<file path="src/rtl/regwr_dispatch.sv">
module regwr_dispatch #(
  parameter int DEPTH  = 16,
  parameter int ADDR_W = 6,
  parameter int FRAC_X = 4,
  parameter int FRAC_Z = 12
) (
  input  logic              clk,
  input  logic              rst_n,
  input  logic              wr_valid,
  output logic              wr_ready,
  input  logic [ADDR_W-1:0] wr_addr,
  input  logic [31:0]       wr_data,
  output logic [31:0]       dir_ctrl,
  output logic              launch_valid,
  input  logic              launch_ready,
  input  logic              pipe_idle,
  output logic [31:0]       tri_tex,
  output logic [31:0]       tri_blend,
  output logic [31:0]       tri_depth,
  output logic [31:0]       tri_x,
  output logic [31:0]       tri_z
);

  localparam int PW    = $clog2(DEPTH);
  localparam int CNT_W = PW + 1;

  localparam logic [ADDR_W-1:0] A_CTRL  = ADDR_W'(0);
  localparam logic [ADDR_W-1:0] A_TEX   = ADDR_W'(1);
  localparam logic [ADDR_W-1:0] A_BLEND = ADDR_W'(2);
  localparam logic [ADDR_W-1:0] A_DEPTH = ADDR_W'(3);
  localparam logic [ADDR_W-1:0] A_X     = ADDR_W'(4);
  localparam logic [ADDR_W-1:0] A_Z     = ADDR_W'(5);
  localparam logic [ADDR_W-1:0] A_TRI   = ADDR_W'(6);
  localparam logic [ADDR_W-1:0] A_FTRI  = ADDR_W'(7);
  localparam logic [ADDR_W-1:0] A_FX    = ADDR_W'(8);
  localparam logic [ADDR_W-1:0] A_FZ    = ADDR_W'(9);

  typedef enum logic [1:0] {C_DIRECT, C_FIFO, C_STALL, C_FLOAT} cat_t;

  function automatic cat_t cat_of(input logic [ADDR_W-1:0] a);
    case (a)
      A_TEX, A_BLEND, A_X, A_Z, A_TRI, A_FTRI: return C_FIFO;
      A_DEPTH:                                 return C_STALL;
      A_FX, A_FZ:                              return C_FLOAT;
      default:                                 return C_DIRECT;
    endcase
  endfunction

  function automatic logic [31:0] f2fix(input logic [31:0] f, input int frac);
    logic [7:0]  e;
    logic [31:0] sig, mag;
    int          sh;
    e   = f[30:23];
    sig = {8'd0, 1'b1, f[22:0]};
    sh  = int'(e) - 150 + frac;
    mag = '0;
    if (e == 8'hFF && f[22:0] != 23'd0) return '0;
    if (e == 8'd0) return '0;
    if (e == 8'hFF || sh > 7) return f[31] ? 32'h8000_0000 : 32'h7FFF_FFFF;
    if (sh >= 0) mag = sig << sh;
    else if (sh > -32) mag = sig >> (-sh);
    return f[31] ? (~mag + 32'd1) : mag;
  endfunction

  logic [ADDR_W-1:0] q_a [DEPTH];
  logic [31:0]       q_d [DEPTH];
  logic [PW-1:0]     wp, rp;
  logic [CNT_W-1:0]  count;

  cat_t              wcat;
  logic              fire, enq, pop, head_valid, head_launch, head_stall;
  logic [ADDR_W-1:0] enq_a, head_a;
  logic [31:0]       enq_d;

  assign wcat  = cat_of(wr_addr);
  assign fire  = wr_valid && wr_ready;
  assign enq   = fire && (wcat != C_DIRECT);
  assign enq_a = (wr_addr == A_FX)   ? A_X :
                 (wr_addr == A_FZ)   ? A_Z :
                 (wr_addr == A_FTRI) ? A_TRI : wr_addr;
  assign enq_d = (wcat == C_FLOAT) ? f2fix(wr_data, (wr_addr == A_FX) ? FRAC_X : FRAC_Z)
                                   : wr_data;

  assign wr_ready     = (count != CNT_W'(DEPTH));
  assign head_valid   = (count != '0);
  assign head_a       = q_a[rp];
  assign head_launch  = head_valid && (head_a == A_TRI);
  assign head_stall   = head_valid && (cat_of(head_a) == C_STALL);
  assign launch_valid = head_launch;
  assign pop = head_valid && (head_launch ? launch_ready :
                              head_stall  ? pipe_idle : 1'b1);

  always_ff @(posedge clk) begin
    if (enq) begin
      q_a[wp] <= enq_a;
      q_d[wp] <= enq_d;
    end
  end

  always_ff @(posedge clk) begin
    if (!rst_n) begin
      wp    <= '0;
      rp    <= '0;
      count <= '0;
    end else begin
      if (enq) wp <= wp + PW'(1);
      if (pop) rp <= rp + PW'(1);
      count <= count + CNT_W'(enq) - CNT_W'(pop);
    end
  end

  always_ff @(posedge clk) begin
    if (!rst_n) begin
      dir_ctrl  <= '0;
      tri_tex   <= '0;
      tri_blend <= '0;
      tri_depth <= '0;
      tri_x     <= '0;
      tri_z     <= '0;
    end else begin
      if (fire && wr_addr == A_CTRL) dir_ctrl <= wr_data;
      if (pop && !head_launch) begin
        case (head_a)
          A_TEX:   tri_tex   <= q_d[rp];
          A_BLEND: tri_blend <= q_d[rp];
          A_DEPTH: tri_depth <= q_d[rp];
          A_X:     tri_x     <= q_d[rp];
          A_Z:     tri_z     <= q_d[rp];
          default: ;
        endcase
      end
    end
  end

  AST_DIRECT_NOW: assert property (@(posedge clk) disable iff (!rst_n)
    fire && wr_addr == A_CTRL |=> dir_ctrl == $past(wr_data));

  AST_STALL_WAIT: assert property (@(posedge clk) disable iff (!rst_n)
    !$stable(tri_depth) |-> $past(pipe_idle));

  AST_LAUNCH_HOLD: assert property (@(posedge clk) disable iff (!rst_n)
    launch_valid && !launch_ready |=> launch_valid && $stable(tri_tex) && $stable(tri_blend)
      && $stable(tri_depth) && $stable(tri_x) && $stable(tri_z));

  AST_NO_OVERFLOW: assert property (@(posedge clk) disable iff (!rst_n)
    count <= CNT_W'(DEPTH));

  AST_FULL_BLOCKS: assert property (@(posedge clk) disable iff (!rst_n)
    wr_valid && !wr_ready && !pop |=> count == CNT_W'(DEPTH));

  always_comb begin
    if (rst_n && wcat == C_FLOAT && wr_data[30:23] == 8'hFF && wr_data[22:0] != 23'd0)
      AST_NAN_ZERO: assert (enq_d == 32'd0);
  end

endmodule

</file>
<file path="config.mk">
export PLATFORM = sky130hd
export DESIGN_NAME = regwr_dispatch
export DESIGN_NICKNAME = d
export VERILOG_FILES = /design/src/rtl/regwr_dispatch.sv
export SDC_FILE = /design/constraint.sdc
export NUM_CORES = 1
export LEC_CHECK = 0
export ABC_AREA = 1
export CORE_ASPECT_RATIO = 1.4
export CORE_MARGIN = 3
export CORE_UTILIZATION = 30
export DETAILED_ROUTE_END_ITERATION = 16
export PLACE_DENSITY = 0.46
export SLEW_MARGIN = 15
export SYNTH_ARGS = -nofsm -noshare
export SYNTH_HDL_FRONTEND = slang
export SYNTH_SLANG_ARGS = --single-unit
</file>
<file path="constraint.sdc">
create_clock -name clk -period 12.1 [get_ports clk]
set_input_delay 2.42 -clock clk [delete_from_list [all_inputs] [get_ports clk]]
set_output_delay 2.42 -clock clk [all_outputs]
set_load 0.01 [all_outputs]
</file>
Word-level counts from Yosys, hierarchy flattened
Memories as Yosys holds them, arrays and structs flattened. A register that Yosys moved wholly into a read port is not among the register bits.
Index checks and enable logic that the tools add are counted.
{ "word_totals": {"reg_bits": 205, "ramBits": 608, "mem_bits_ro": 64, "inputBits": 43, "output_inout_bits": 194, "elab_cells": 96, "n_memories": 4} }
{ "mem_list": {"columns": ["name", "depth", "width", "read_ports", "rd_ports_with_merged_regs", "wr", "line", "rtl"], "rows": [
  ["q_d", 16, 32, 1, 1, 1, "66", "logic [31:0] q_d [DEPTH];"],
  ["q_a", 16, 6, 1, 1, 1, "65", "logic [ADDR_W-1:0] q_a [DEPTH];"],
  ["(name not given)", 16, 2, 1, 0, 0, "41", "case (a)"],
  ["(name not given)", 16, 2, 1, 0, 0, "41", null]
]} }
{ "op_classes": {"addsub": 8, "n_lt_le_gt_ge": 3, "n_eq_ne": 13, "n_shift": 2, "n_mux": 34, "bitwise": 1, "n_reduce_logical": 22} }
{ "ops": {"columns": ["op", "n"], "rows": [
  ["$mux 32", 14],
  ["$add 32x1->32 const B", 1],
  ["$neg 10->32", 1],
  ["$not 32->32", 1],
  ["$shl 24x32->32", 1],
  ["$shr 24x32->32", 1],
  ["$eq 6x3->1 const B", 4],
  ["$reduce_bool 23->1", 1],
  ["$mux 4", 5],
  ["$mux 6", 3],
  ["$eq 6x2->1 const B", 2],
  ["$eq 6x4->1 const B", 2],
  ["$add 9x5->10", 1],
  ["$ge 10x1->1 const B", 1],
  ["$gt 10x4->1 const B", 1],
  ["$gt 10x6->1 const B", 1],
  ["$mux 1", 10],
  ["$reduce_and 2->1", 5],
  ["$sub 8x8->9 const B", 1],
  ["$add 4x1->4 const B", 2],
  ["$eq 8x8->1 const B", 1],
  ["$logic_and 1x1->1", 8],
  ["$logic_not 8->1", 1],
  ["$eq 6x1->1 const B", 1],
  ["11 further kinds", 14]
]} }

Longest topological paths before layout
{ "depth": {"depth_word": 18, "ltp_mapped": 46, "ltp_nobuf": 43} }

Worst setup path before layout
No wires, ideal clock.
{ "synth_path": {"kind": "input-to-reg", "from": "input port wr_addr[1]", "to": "memory q_d[0][12] (data pin)", "setup_time_ns": 0.385, "t_arrival_ns": 7.299, "required_time_ns": 11.715, "setup_slack_ns": 4.416, "stages": 43, "path_buffers": 3, "path_cell_list": "inv_1 ha_1 nand2_1 nor2_1 inv_1 ha_1 inv_1 o21bai_1 nand3_2 nor2_2 nand3_2 nand2_2 nand2_1 nor2_2 buf_6 buf_6 nand2_1 ha_1 [... 7 more ...] nand4_1 nand3_1 nand2_1 nand2_1 nand2_1 nand2_1 nand2_1 nand2_1 a21boi_0 ha_1 nand2_1 nor2_4 nand2_2 nand2_2 nand3_1 nand2_1 o21ai_0 o21ai_0"} }
{ "synth_between": {"elab_chain_cells": 17, "word_cells_on_any_way": 29, "classes_between": "add/sub (3); order compare (3); eq/ne (2); shift (2); mux (16); bitwise (1); reduce/logical (1); memory (1)"} }
{ "synth_rtl": {"columns": ["item", "line", "rtl"], "rows": [
  ["start, declared", "11", "input logic [ADDR_W-1:0] wr_addr,"],
  ["$eq 6x4->1", "81", "assign enq_d = (wcat == C_FLOAT) ? f2fix(wr_data, (wr_addr == A_FX) ? FRAC_X : FRAC_Z)"],
  ["$mux 4", "81", null],
  ["$add 9x5->10", "55", "sh = int'(e) - 150 + frac;"],
  ["$neg 10->32", "61", "else if (sh > -32) mag = sig >> (-sh);"],
  ["$shr 24x32->32", "61", null],
  ["$mux 32", "61", null],
  ["$mux 32 (2 in series)", "60", "if (sh >= 0) mag = sig << sh;"],
  ["$mux 32", "59", "if (e == 8'hFF || sh > 7) return f[31] ? 32'h8000_0000 : 32'h7FFF_FFFF;"],
  ["$mux 32", "58", "if (e == 8'd0) return '0;"],
  ["$not 32->32", "62", "return f[31] ? (~mag + 32'd1) : mag;"],
  ["$add 32x1->32", "62", null],
  ["$mux 32", "62", null],
  ["$mux 32", "60", null],
  ["$mux 32", "59", null],
  ["$mux 32", "58", null],
  ["$mux 32 (*)", "81", null],
  ["named net enq_d[12]", "73", "logic [31:0] enq_d;"],
  ["end, declared", "66", null]
]} }
The timed path passes the listed nets; every way through them passes the cells marked *. The select of a mux whose other input is x is not followed.

Worst setup path in the final report
{ "layout_path": {"from": "input port wr_addr[4]", "to": "memory q_d[2][16] (data pin)"} }
Same word-level chain as after synthesis.

==> flow_metrics.tcl <==
set metrics [dict create \
    finalMaxSlewViolations 0 \
    ys_seq_area_frac 0.613 \
    place_congestion 0.951 \
    setup_violations 0 \
    worstSetupStartpointType "input port" \
    min_period_over_period 0.804 \
    synth_ff_type "edfxtp_1" \
    min_delay_worst_endpoint "tri_blend[1]" \
    vdd.ir_drop.worst_uv 142 \
    antenna_left 0 \
    fp-row-count 151 \
    h-tree-depth 3 \
    total_power_mw 8.39 \
    reg2regPathDepth 22 \
    setup.worst_path.class "input port to flip-flop" \
    status "finished, final reports clean" \
    relSlewSlack 0.230 \
    power_density_mw_per_mm2 193 \
    final_cell_area_mm2 0.0434 \
    finClkSkew_ns 0.0248 \
    synth_top_area_cell "edfxtp_1" \
    cpPeakStageDelay_ns 0.72 \
    rsz0062_at_grt "no" \
    clock_path_buffers 3 \
    tightest_slew_ns 1.15 \
    final-hold-violation-count 0 \
    placed_area_mm2 0.0407 \
    rr_endpoint "count[4]" \
    antenna_cells_inserted 0 \
    grt_pass1_vias 27700 \
    grt_max_degree 96 \
    route.detailed.drc 0 \
    avgSynthCellArea_um2 9.77 \
    p_leak_nw 14.9 \
    dieArea_mm2 0.126 \
    setup_tns_ns 0 \
    drtPass1Iterations 7 \
    vias_per_cell 5.18 \
    numCtsBuffers 87 \
    hold_class "flip-flop to flip-flop" \
    synthCells 3750 \
    crit_slowest_cell "clkdlybuf4s50_1" \
    grt-ovfl-total 0 \
    syn-num-nets 3830 \
    synth.cell_area_mm2 0.0366 \
    final_cells 5561 \
    worstPathMaxFanout 37 \
    syn_to_final_growth_pct 18.6 \
    required_ns 12.42 \
    clock_sinks 817 \
    cts.clk_slew.worst_paths_ns 0.06 \
    synth.distinct_cells 55 \
    cts_hold_buf 0 \
    r2r_slack_ns 6.50 \
    nNetsFinal 3969 \
    io_buffer_count 236 \
    timing.fmax_mhz 103 \
    tritoncts "yes" \
    placedCellCount 5406 \
    synth_area_leaders "edfxtp_1 50%, dfxtp_1 11%, nand2_1 6.4%, o21ai_0 6.2%, nor2_1 4.3%" \
    cts_resized 0 \
    drt_wl_total_um 128000 \
    min_period_ns 9.73 \
    grt_pass1_wl_um 188000 \
    initial_utilization 0.302 \
    drtIter0Drc 1870 \
    drive_gt1_frac 0.0776 \
    num_io_pins 237 \
    synth_edf_count 608 \
    cp-end-kind "flip-flop" \
    yosys.area.top_type_share 0.498 \
    synth_warnings 0 \
    grt.total_usage 0.198 \
    critical_path_arrival_ns 10.05 \
    hpwl_um 77800 \
    synth_seq_cells 817 \
    die_x_um 301 \
    antenna_found_initial 2 \
    maxCapViolations 0 \
    hold_depth 2 \
    wl_per_cell_um 23.0 \
    cts-root-buf "clkbuf_16" \
    crit_top_cell "nand2_1" \
    clock_latency_ns 0.67 \
    die_h_um 419 \
    core-area_mm2 0.121 \
    final_core_util 0.359 \
    vias 28800 \
    ys_async_sr_fraction 0 \
    postCtsSetupBuffers 0 \
    min-delay-start "tri_blend[1]" \
]
==> cell usage after synthesis, types with 4 or more instances <==
library cell  instances
buf_4                 5
nor2_4                6
a21oi_1             239
o22ai_1              36
nor4_1                6
nand4_1              45
nor2_1              415
o221ai_1            109
nor2_2                9
a31oi_1               7
nand3_1             308
buf_2                27
o21ai_1              47
a21oi_2               4
nand2_2              13
inv_2                18
clkbuf_1            200
nand2_4               4
o211ai_1             38
buf_1                17
inv_1               189
nand3_2              15
ha_1                 35
nand2_1             622
buf_6                 4
o311ai_0              4
o21ai_2               5
nor3_1               15
o21ai_0             452
dfxtp_1             209
edfxtp_1            608
nor3_2                4
==> cell type report <==
| cell class | instances | area [µm²] |
|---|---|---|
| Clock buffer | 112 | 2320 |
| Sequential cell | 817 | 22500 |
| Clock inverter | 43 | 463 |
| Fill cell | 12300 | 77700 |
| Inverter | 209 | 796 |
| Multi-Input combinational cell | 2471 | 12600 |
| Timing Repair Buffer | 303 | 2850 |
| Tap cell | 1606 | 2010 |
==> logic make-up after synthesis <==
logic type / after synthesis / share of synthesized area
AOI/OAI and AO/OA: 955 / 0.149
buffers and inverters: 462 / 0.0496
DFF: 817 / 0.613
and+or+nand+nor: 1477 / 0.175
xor gates and xnor gates: 2 / 0.000478
adders and majority gates: 37 / 0.0130
==> per-layer routing <==
layer | vias to the layer above | track usage | part of all wire
met3 | 192 | 0.0293 | 0.056
met2 | 886 | 0.339 | 0.48
met1 | 14200 | 0.254 | 0.43
met4 | 2 | 0.0728 | 0.033
met5 | - | 0 | 0.000094
li1 | 13600 | - | -
==> report_power, final <==
group / internal [mW] / total [mW] / switching (mW)
Combinational: 0.691 / 2.51 / 1.82
Clock: 1.53 / 2.65 / 1.12
Sequential: 3.13 / 3.23 / 0.102
Total: 5.34 / 8.39 / 3.05
==> cells in the final DEF (no fill, tap or decap), drive strengths merged, types with 28 or more instances in the layout <==
cell / netlist / layout
buf: 53 / 70
inv: 207 / 214
a21oi: 246 / 246
o221ai: 109 / 109
nand4: 46 / 46
edfxtp: 608 / 608
clkinv: 2 / 28
nand3: 323 / 323
clkbuf: 200 / 112
clkdlybuf4s50: 0 / 233
ha: 35 / 35
o21ai: 505 / 505
dfxtp: 209 / 209
o211ai: 39 / 39
o22ai: 36 / 36
nand2: 639 / 639
nor2: 432 / 432
==> critical path, delay by kind of cell <==
family,cells,cell delay [ns]
buffers and inverters,4,0.97
AND/OR/NAND/NOR,30,4.85
adder cells (fa/ha/maj),3,0.88
AO/OA/AOI/OAI,4,0.88
==> how the worst max path moves through the flow <==
| stage | from | to | slack, ns | cells after the start |
|---|---|---|---|---|
| final | wr_addr[4] | q_d[2][16] | 2.37 | 41 |
| after global routing | wr_addr[4] | q_d[7][24] | 1.45 | 39 |
| after CTS | wr_addr[4] | q_d[2][16] | 2.39 | 41 |
| after detailed placement | wr_addr[4] | q_d[2][16] | 1.70 | 41 |
| after global placement | wr_addr[4] | q_d[0][16] | 1.86 | 41 |
| after floorplan | wr_addr[1] | q_d[0][12] | 4.42 | 43 |
==> per-stage QoR <==
step           worst slack, ns  hold WS, ns
2_1_floorplan             4.42        0.467
3_3_place_gp              1.86        0.432
3_5_place_dp              1.70        0.437
4_1_cts                   2.39        0.446
5_1_grt                   1.45        0.456
6_report                  2.37        0.442
==> state kept, by name, indices dropped and copies added (netlist names), named ones only <==
| signal | count |
|---|---|
| wp | 4 |
| q_a | 96 |
| tri_blend | 32 |
| q_d | 512 |
| tri_tex | 32 |
| dir_ctrl | 32 |
| count | 5 |
| tri_depth | 32 |
| tri_x | 32 |
| tri_z | 32 |
| rp | 4 |
(Power assumes the default switching activity.)
